<file path="config.mk">
export PLATFORM = sky130hd
export DESIGN_NAME = dma_cycle_timer
export DESIGN_NICKNAME = d
export VERILOG_FILES = /design/src/rtl/dma_cycle_timer.sv
export SDC_FILE = /design/constraint.sdc
export NUM_CORES = 1
export LEC_CHECK = 0
export BUFFER_PORTS_ARGS = -buffer_cell sky130_fd_sc_hd__buf_2
export CORE_MARGIN = 1
export CORE_UTILIZATION = 40
export DETAILED_ROUTE_END_ITERATION = 12
export GPL_ROUTABILITY_DRIVEN = 0
export PLACE_DENSITY = 0.59
export SYNTH_ARGS = -nofsm -noshare
export SYNTH_HDL_FRONTEND = slang
export SYNTH_SLANG_ARGS = --single-unit
</file>
<file path="constraint.sdc">
create_clock -name clk -period 1.9 [get_ports clk]
set_input_delay 0.095 -clock clk [delete_from_list [all_inputs] [get_ports clk]]
set_output_delay 0.095 -clock clk [all_outputs]
set_load 0.01 [all_outputs]
</file>
<file path="src/rtl/dma_cycle_timer.sv">
module dma_cycle_timer #(
  parameter int CNT_W    = 8,
  parameter int SET_W    = 1,
  parameter int PS_SHIFT = 4
) (
  input  logic               clk,
  input  logic               rst,
  input  logic               reg_we,
  input  logic [SET_W+1:0]   reg_addr,
  input  logic [CNT_W-1:0]   reg_wdata,
  input  logic [SET_W-1:0]   tset,
  input  logic               dreq,
  input  logic               dack,
  input  logic               card_wait,
  input  logic               sys_tc,
  output logic               addr_drive,
  output logic               rd_strobe,
  output logic               oe_tc,
  output logic               done
);
  localparam int NSETS = 2 ** SET_W;
  localparam int TW    = CNT_W + 3 * PS_SHIFT;

  typedef enum logic [1:0] {IDLE, SETUP, CMD, REC} ph_t;

  ph_t              ph;
  logic [TW-1:0]    cnt;
  logic [1:0]       pw;
  logic             first, tc_q, done_q;
  logic [SET_W-1:0] set_q;
  logic [CNT_W-1:0] t_setup [NSETS];
  logic [CNT_W-1:0] t_cmd   [NSETS];
  logic [CNT_W-1:0] t_rec   [NSETS];
  logic [1:0]       pre     [NSETS];

  function automatic logic [TW-1:0] span(input logic [CNT_W-1:0] n, input logic [1:0] p);
    return TW'(n) << (int'(p) * PS_SHIFT);
  endfunction

  wire [SET_W-1:0] wsel    = reg_addr[SET_W+1:2];
  wire             start   = (ph == IDLE) && dreq && dack && !done_q;
  wire             cmd_end = (ph == CMD) && (cnt == '0) && !card_wait && (pw == 2'd0);

  always_ff @(posedge clk) begin
    if (rst) begin
      ph     <= IDLE;
      cnt    <= '0;
      pw     <= 2'd0;
      first  <= 1'b0;
      tc_q   <= 1'b0;
      done_q <= 1'b0;
      set_q  <= '0;
      for (int s = 0; s < NSETS; s++) begin
        t_setup[s] <= CNT_W'(1);
        t_cmd[s]   <= CNT_W'(6);
        t_rec[s]   <= CNT_W'(3);
        pre[s]     <= 2'd0;
      end
    end else begin
      done_q <= 1'b0;
      if (reg_we) begin
        case (reg_addr[1:0])
          2'd0:    t_setup[wsel] <= reg_wdata;
          2'd1:    t_cmd[wsel]   <= reg_wdata;
          2'd2:    t_rec[wsel]   <= reg_wdata;
          default: pre[wsel]     <= reg_wdata[1:0];
        endcase
      end
      case (ph)
        IDLE: if (start) begin
          ph    <= SETUP;
          set_q <= tset;
          tc_q  <= sys_tc;
          cnt   <= span(t_setup[tset], pre[tset]);
        end
        SETUP: if (cnt == '0) begin
          ph    <= CMD;
          cnt   <= span(t_cmd[set_q], pre[set_q]);
          first <= 1'b1;
          pw    <= 2'd0;
        end else begin
          cnt <= cnt - 1'b1;
        end
        CMD: begin
          first <= 1'b0;
          if (cnt != '0) cnt <= cnt - 1'b1;
          if (card_wait) pw <= 2'd2;
          else if (pw != 2'd0) pw <= pw - 1'b1;
          if (cmd_end) begin
            ph  <= REC;
            cnt <= span(t_rec[set_q], pre[set_q]);
          end
        end
        default: if (cnt == '0) begin
          ph     <= IDLE;
          done_q <= 1'b1;
        end else begin
          cnt <= cnt - 1'b1;
        end
      endcase
    end
  end

  assign addr_drive = (ph != IDLE);
  assign rd_strobe  = (ph == CMD);
  assign oe_tc      = tc_q && (ph == CMD) && !first && !cmd_end;
  assign done       = done_q;
endmodule

</file>
==> results of run 1 <==
-- cell families after synthesis --
family	count (synthesis)
AOI/OAI and AO/OA	131
adders and majority gates	7
buffers and inverters	47
and+or+nand+nor	232
DFF	81
xor gates and xnor gates	12
muxes	50
-- area by class of cell --
| cell class | count | area, µm² |
|---|---|---|
| clock buffers | 9 | 225 |
| well taps | 172 | 215 |
| multi-input cells | 432 | 3320 |
| flip-flops and latches | 81 | 2160 |
| repair buffers | 191 | 1490 |
| inverters | 18 | 67.6 |
| clock inverters | 7 | 75.1 |
| fillers | 1081 | 5220 |
-- metal layers --
metal / GRT usage (%) / wire length (µm) / vias up
met2: 46.3 / 8570 / 242
met1: 32.8 / 7090 / 2494
met4: 13.0 / 786 / 0
met3: 6.23 / 1210 / 59
met5: 0 / 0 / -
li1: - / - / 2469
-- sequential cells by signal, summed over array words and instances (netlist names), named ones only --
name     count
t_rec       16
tc_q         1
t_setup     16
set_q        1
pre          4
t_cmd       16
cnt         20
pw           2
done         1
ph           2
first        1
-- final timing paths --
| path | endpoint | cells after the start | slack (ns) | from |
|---|---|---|---|---|
| max | cnt[17] | 9 | -0.23 | cnt[13] |
| min | pre[0][0] | 2 | 0.09 | reg_addr[2] |
| max reg2reg | cnt[17] | 9 | -0.23 | cnt[13] |
| min reg2reg | first | 2 | 0.47 | first |
-- through the flow --
stage	hold WS [ns]	power [W]	instances	setup WS, ns	utilization [%]
2_1_floorplan	0.239	0.00662	560	-0.0107	-
3_3_place_gp	0.329	0.00954	870	-0.261	52.2
3_5_place_dp	0.340	0.00963	870	-0.311	52.2
4_1_cts	0.0800	0.0124	902	-0.176	57.2
5_1_grt	0.0841	0.0141	910	-0.311	59.2
6_report	0.0858	0.0134	910	-0.234	59.2
-- worst max-delay path: stages, from the launching register on --
cell	delay, ns
dfxtp_2	0.34
nor4_4	0.33
buf_4	0.17
buf_4	0.12
and4_2	0.25
buf_4	0.15
nand3_1	0.09
o211ai_1	0.40
a31oi_1	0.08
nor3_1	0.13
-- repair_timing --
item                                    4_1_cts  5_1_grt
pin swaps                                    28       26
hold buffers                                  1        0
endpoints found under the setup margin       26       26
hold endpoints to repair                      1        0
gates cloned                                  0        0
buffers inserted                             16        9
resized for setup                            54       51
-- power by group through the flow --
stage               sequential [W]  combinational, W  clock, W
floorplan                  0.00245           0.00417         0
global placement           0.00242           0.00712         0
detailed placement         0.00244           0.00719         0
CTS                        0.00242           0.00819   0.00180
global route               0.00247           0.00974   0.00188
finish                     0.00243           0.00916   0.00178
-- layout by cell type, fill, tap and decap left out, types with 19 or more instances in the layout --
cell | synthesis | routed
buf_2 | 11 | 22
buf_4 | 0 | 145
and2_1 | 40 | 40
a21oi_1 | 22 | 19
dfxtp_1 | 29 | 20
mux2i_1 | 44 | 42
edfxtp_1 | 52 | 52
nand2_1 | 35 | 32
nor2_1 | 38 | 33
buf_6 | 2 | 20
==> out/results.tsv, run 1 <==
metric	value	unit
rsz0062_at_grt	yes	
synth-simple-area-share	25.6	%
status	finished, violations left	
io_pins	23	
max_slew_margin	71.9	%
seqPwrFrac	18.2	%
finalClockSkew	0.00858	ns
synth_warnings	0	
placed_area	6670	µm²
die_h	117	µm
swShare	43.3	%
gr-total-overflow	0	
synthTopCellsByCount	52 x edfxtp_1, 44 x mux2i_1, 40 x and2_1	
setup_viol	24	
synth_area_leader_cell	edfxtp_1	
setup_ws	-0.234	ns
drt_iter0_drc	448	
postSynthAreaPerCell	9.48	µm²
drc_errors	0	
crit_path_end_kind	register	
tightest_slew	0.420	ns
start_util	41.6	%
layout-drive-gt1-share	40.2	%
dr_total_vias	5264	
final_cell_area	7560	µm²
async_flop_share	0	%
cts_buffers	9	
num-nets-final	759	
cts-root-buf	clkbuf_16	
power.density	1770	nW/µm²
fmax	469	MHz
critical_path_class	register to register	
synth_mux_area_share	9.56	%
worstPathRequired	2.18	ns
clockBufferDepth	2	
syn_inst	560	
clockPowerShare	13.3	%
port_buffers	22	
synth_area	5310	µm²
crit_fanout	4	
final_hold_viol_count	0	
grt_max_degree	16	
synth_seq_cells	81	
tns	-3.51	ns
synth_top_family_by_area	simple AND/OR/NAND/NOR gates	
ys_top_cells_by_area	edfxtp_1 29%, dfxtp_1 11%, mux2i_1 8.3%	
cp-start-kind	register	
yosysTopAreaCellShare	29.4	%
synthFlopType	edfxtp_1	
core_area	12800	µm²
power.switching	0.00580	W
die_x	117	µm
num_antenna_cells	0	
yosysSeqAreaShare	40.3	%
failed_checks	setup timing	
ir_worst_vdd	0.000845	V
drt_wl_total	17.7	mm
grt_pass1_wl	27.6	mm
groute.usage.overall	27.3	%
synth.distinct_cells	70	
cp.arrival	2.41	ns
min_period	2.13	ns
fp-row-count	41	
avgViaCountPerCell	5.78	
cts_sinks	81	
hold_path.class	input pin to register	
yosysMostFrequentCell	edfxtp_1	
power_frac_comb	68.5	%
htree_levels	3	
maxCapViolations	0	
grt_pass1_vias	5123	
cellLeakagePower	2.99	nW
insertion_delay	0.35	ns
fin_crit_sh	112	%
synth_edf_count	52	
drt.antenna.violating_nets	0	
intPower	0.00758	W
drt_pass1_iterations	5	
maxSlewViolCount	0	
cts_tree	done	
antenna_found_initial	0	
syn_to_final_growth	42.3	%
dieArea	13700	µm²
clk_pin_slew_worst_paths	0.07	ns
synth_xor_area_share	1.98	%
synthAdderAreaFrac	1.65	%
synth.net_count	586	
synth_compound_area_share	17.0	%
dp_hpwl	13.2	mm
wl_per_cell	19.4	µm
Note: power is estimated with default switching activity, not from simulation.
==> inputs of run 2 (changes only) <==
--- a/config.mk
+++ b/config.mk
@@ -5,12 +5,13 @@
 export SDC_FILE = /design/constraint.sdc
 export NUM_CORES = 1
 export LEC_CHECK = 0
+export ABC_AREA = 1
 export BUFFER_PORTS_ARGS = -buffer_cell sky130_fd_sc_hd__buf_2
 export CORE_MARGIN = 1
 export CORE_UTILIZATION = 40
 export DETAILED_ROUTE_END_ITERATION = 12
 export GPL_ROUTABILITY_DRIVEN = 0
-export PLACE_DENSITY = 0.59
+export PLACE_DENSITY = 0.57
 export SYNTH_ARGS = -nofsm -noshare
 export SYNTH_HDL_FRONTEND = slang
 export SYNTH_SLANG_ARGS = --single-unit
==> constraint.sdc (replaced) <==
create_clock -name clk -period 2.3 [get_ports clk]
set_input_delay 0.115 -clock clk [delete_from_list [all_inputs] [get_ports clk]]
set_output_delay 0.115 -clock clk [all_outputs]
set_load 0.01 [all_outputs]
==> run 2 against run 1 <==
  * Highest routed layer unchanged
  * Cell count grew 15%
  * Die area rose by 4.6%
  * The flow now finishes without violations
  * Utilization shrank 13 points
  * Register-to-register slack better by 0.34 ns
  * Via count up 3.0%
  * Hold slack better by 0.022 ns
  * Clock skew grew 0.0011 ns
  * Largest power group unchanged
  * Critical endpoint is now cnt[2]
==> out/results.tsv, run 2 <==
metric	value	unit	change
fmax	457	MHz	-2.5%
groute.usage.overall	24.7	%	-2.6 points
io_pins	23		unchanged
synthFlopType	edfxtp_1		
fp-row-count	42		+2.4%
htree_levels	3		unchanged
drt_wl_total	17.1	mm	-3.1%
final_cell_area	6240	µm²	-17%
hold_path.class	input pin to register		
clockBufferDepth	2		unchanged
insertion_delay	0.36	ns	about the same
avgViaCountPerCell	5.17		-11%
dpl.cell_count	1029		+18%
power.density	1410	nW/µm²	-20%
multi_input_area	3010	µm²	-9.3%
largest_reg_flops	20		unchanged
antenna_found_initial	0		unchanged
cp-start-kind	register		
critical_path_class	register to register		
setup_viol	0		-100%
drt.antenna.violating_nets	0		unchanged
wl_per_cell	16.3	µm	-16%
drt_pass1_iterations	6		+1
synth_warnings	0		unchanged
layout-drive-gt1-share	11.7	%	-29 points
final_common_cell	nand2_1		
yosysMostFrequentCell	nand2_1		
slowest_stage	dfxtp_1		
tns	0	ns	+3.51 ns
die_x	120	µm	+2.3%
worstPathRequired	2.60	ns	+0.42 ns
fillers	1385		+28%
crit_buf_inv	2		-1
placed_area	5890	µm²	-12%
cts_buffers	9		unchanged
cts_sinks	81		unchanged
critPathMaxStageDelay	0.34	ns	-0.06 ns
dr_total_vias	5424		+3.0%
grt_max_degree	25		+9
synth_area	5560	µm²	+4.7%
finalClockSkew	0.00972	ns	+0.00114 ns
rsz0062_at_grt	no		
yosysTopAreaCellShare	28.1	%	-1.3 points
min_period	2.19	ns	+0.0553 ns
status	finished, final reports clean		
async_flop_share	0	%	unchanged
yosysSeqAreaShare	38.5	%	-1.8 points
syn_inst	837		+49%
die_h	120	µm	+2.3%
whs	0.107	ns	+0.0216 ns
synth_area_leader_cell	edfxtp_1		
final_core_util	46.6	%	-13 points
dp_hpwl	13.0	mm	-1.8%
maxCapViolations	0		unchanged
cp.arrival	2.48	ns	+0.07 ns
num-nets-final	895		+18%
max_slew_margin	58.3	%	-14 points
synth_seq_cells	81		unchanged
final_cell_mix	294 x nand2_1, 127 x nor2_1, 76 x inv_1		
path_cells	inv_1 > ha_2 > inv_1 > nor2_1 > nand2_1 > nor2_2 > nand2_1 > nor2_4 > nand2_1 > o21ai_1 > nand2_1 > nand3_1 > nor2_1 > nor2_1		
synth.net_count	863		+47%
num_antenna_cells	0		unchanged
top_register	cnt		
maxSlewViolCount	0		unchanged
crit_fanout	6		+2
cts_tree	done		
grt_pass1_wl	27.1	mm	-1.8%
drc_errors	0		unchanged
cts-root-buf	clkbuf_16		
postSynthAreaPerCell	6.64	µm²	-30%
dieArea	14400	µm²	+4.6%
start_util	41.5	%	-0.078 points
ir_worst_vdd	0.000547	V	-35%
port_buffers	22		unchanged
final_cell_count_no_fill	1050		+15%
drt_iter0_drc	490		+9.4%
cp_common_cell	nand2_1		
ys_top_cells_by_area	edfxtp_1 28%, nand2_1 20%, dfxtp_1 10%		
core_area	13400	µm²	+4.9%
gr-total-overflow	0		unchanged
cellLeakagePower	2.96	nW	-0.81%
critical-path-top-delay-family	simple AND/OR/NAND/NOR gates		
synth_edf_count	52		unchanged
crit_path_end_kind	register		
tightest_slew	0.623	ns	+0.202 ns
synthTopCellsByCount	294 x nand2_1, 129 x nor2_1, 76 x inv_1		
clk_pin_slew_worst_paths	0.07	ns	about the same
grt_pass1_vias	5145		+0.43%
fin_crit_sh	95.2	%	-17 points
syn_to_final_growth	12.2	%	
synth.distinct_cells	39		-44%
seq_area	2140	µm²	-0.75%
final_hold_viol_count	0		unchanged
-- run 2: cells by family after synthesis --
kind of cell	after synthesis	share of synthesized area, %
AO/OA/AOI/OAI	84	7.96
buffers and inverters	104	7.90
AND/OR/NAND/NOR	550	42.3
adder cells (fa/ha/maj)	7	1.57
XOR/XNOR	11	1.73
flip-flops	81	38.5
-- run 2: through the flow --
step	setup WS, ns	total power [W]
floorplan	0.485	0.00583
finish	0.111	0.00882
global placement	0.0340	0.00711
global route	0.00408	0.00951
CTS	0.0156	0.00858
detailed placement	0.0468	0.00713
-- run 2: timing repair --
item	4_1_cts	5_1_grt
resized for setup	0	7
hold buffers	1	0
setup buffers	0	3
setup endpoints to repair	0	18
endpoints found under the hold margin	1	0
-- run 2: area by class of cell --
class,count,share of cell area [%]
multi-input cells,653,48.3
clock inverters,7,0.942
well taps,176,3.53
clock buffers,9,3.61
flip-flops and latches,81,34.3
inverters,79,4.75
repair buffers,45,4.57
-- run 2: power breakdown --
| part | internal, W | switching (W) |
|---|---|---|
| combinational | 0.00170 | 0.00366 |
| sequential | 0.00180 | 0.000230 |
| clock | 0.000751 | 0.000669 |
| total | 0.00426 | 0.00456 |
-- run 2: path summary, 6_finish.rpt --
path	end	slack, ns	startpoint	cells after the start
min	t_setup[0][0]	0.11	reg_addr[2]	3
max reg2reg	cnt[2]	0.11	cnt[0]	14
max	cnt[2]	0.11	cnt[0]	14
min reg2reg	first	0.49	first	2
-- run 2: worst reg2reg max path: stages (launching register included) --
cell,delay [ns]
dfxtp_1,0.34
inv_1,0.14
ha_2,0.23
inv_1,0.05
nor2_1,0.14
nand2_1,0.08
nor2_2,0.18
nand2_1,0.12
nor2_4,0.21
nand2_1,0.13
o21ai_1,0.21
nand2_1,0.08
nand3_1,0.12
nor2_1,0.05
nor2_1,0.07
-- run 2: metal layers --
layer	track usage (%)	up-vias	routed length (µm)
met1	32.4	2451	7850
met4	9.84	0	572
li1	-	2740	-
met5	0	-	0
met2	40.1	192	7850
met3	4.52	41	850
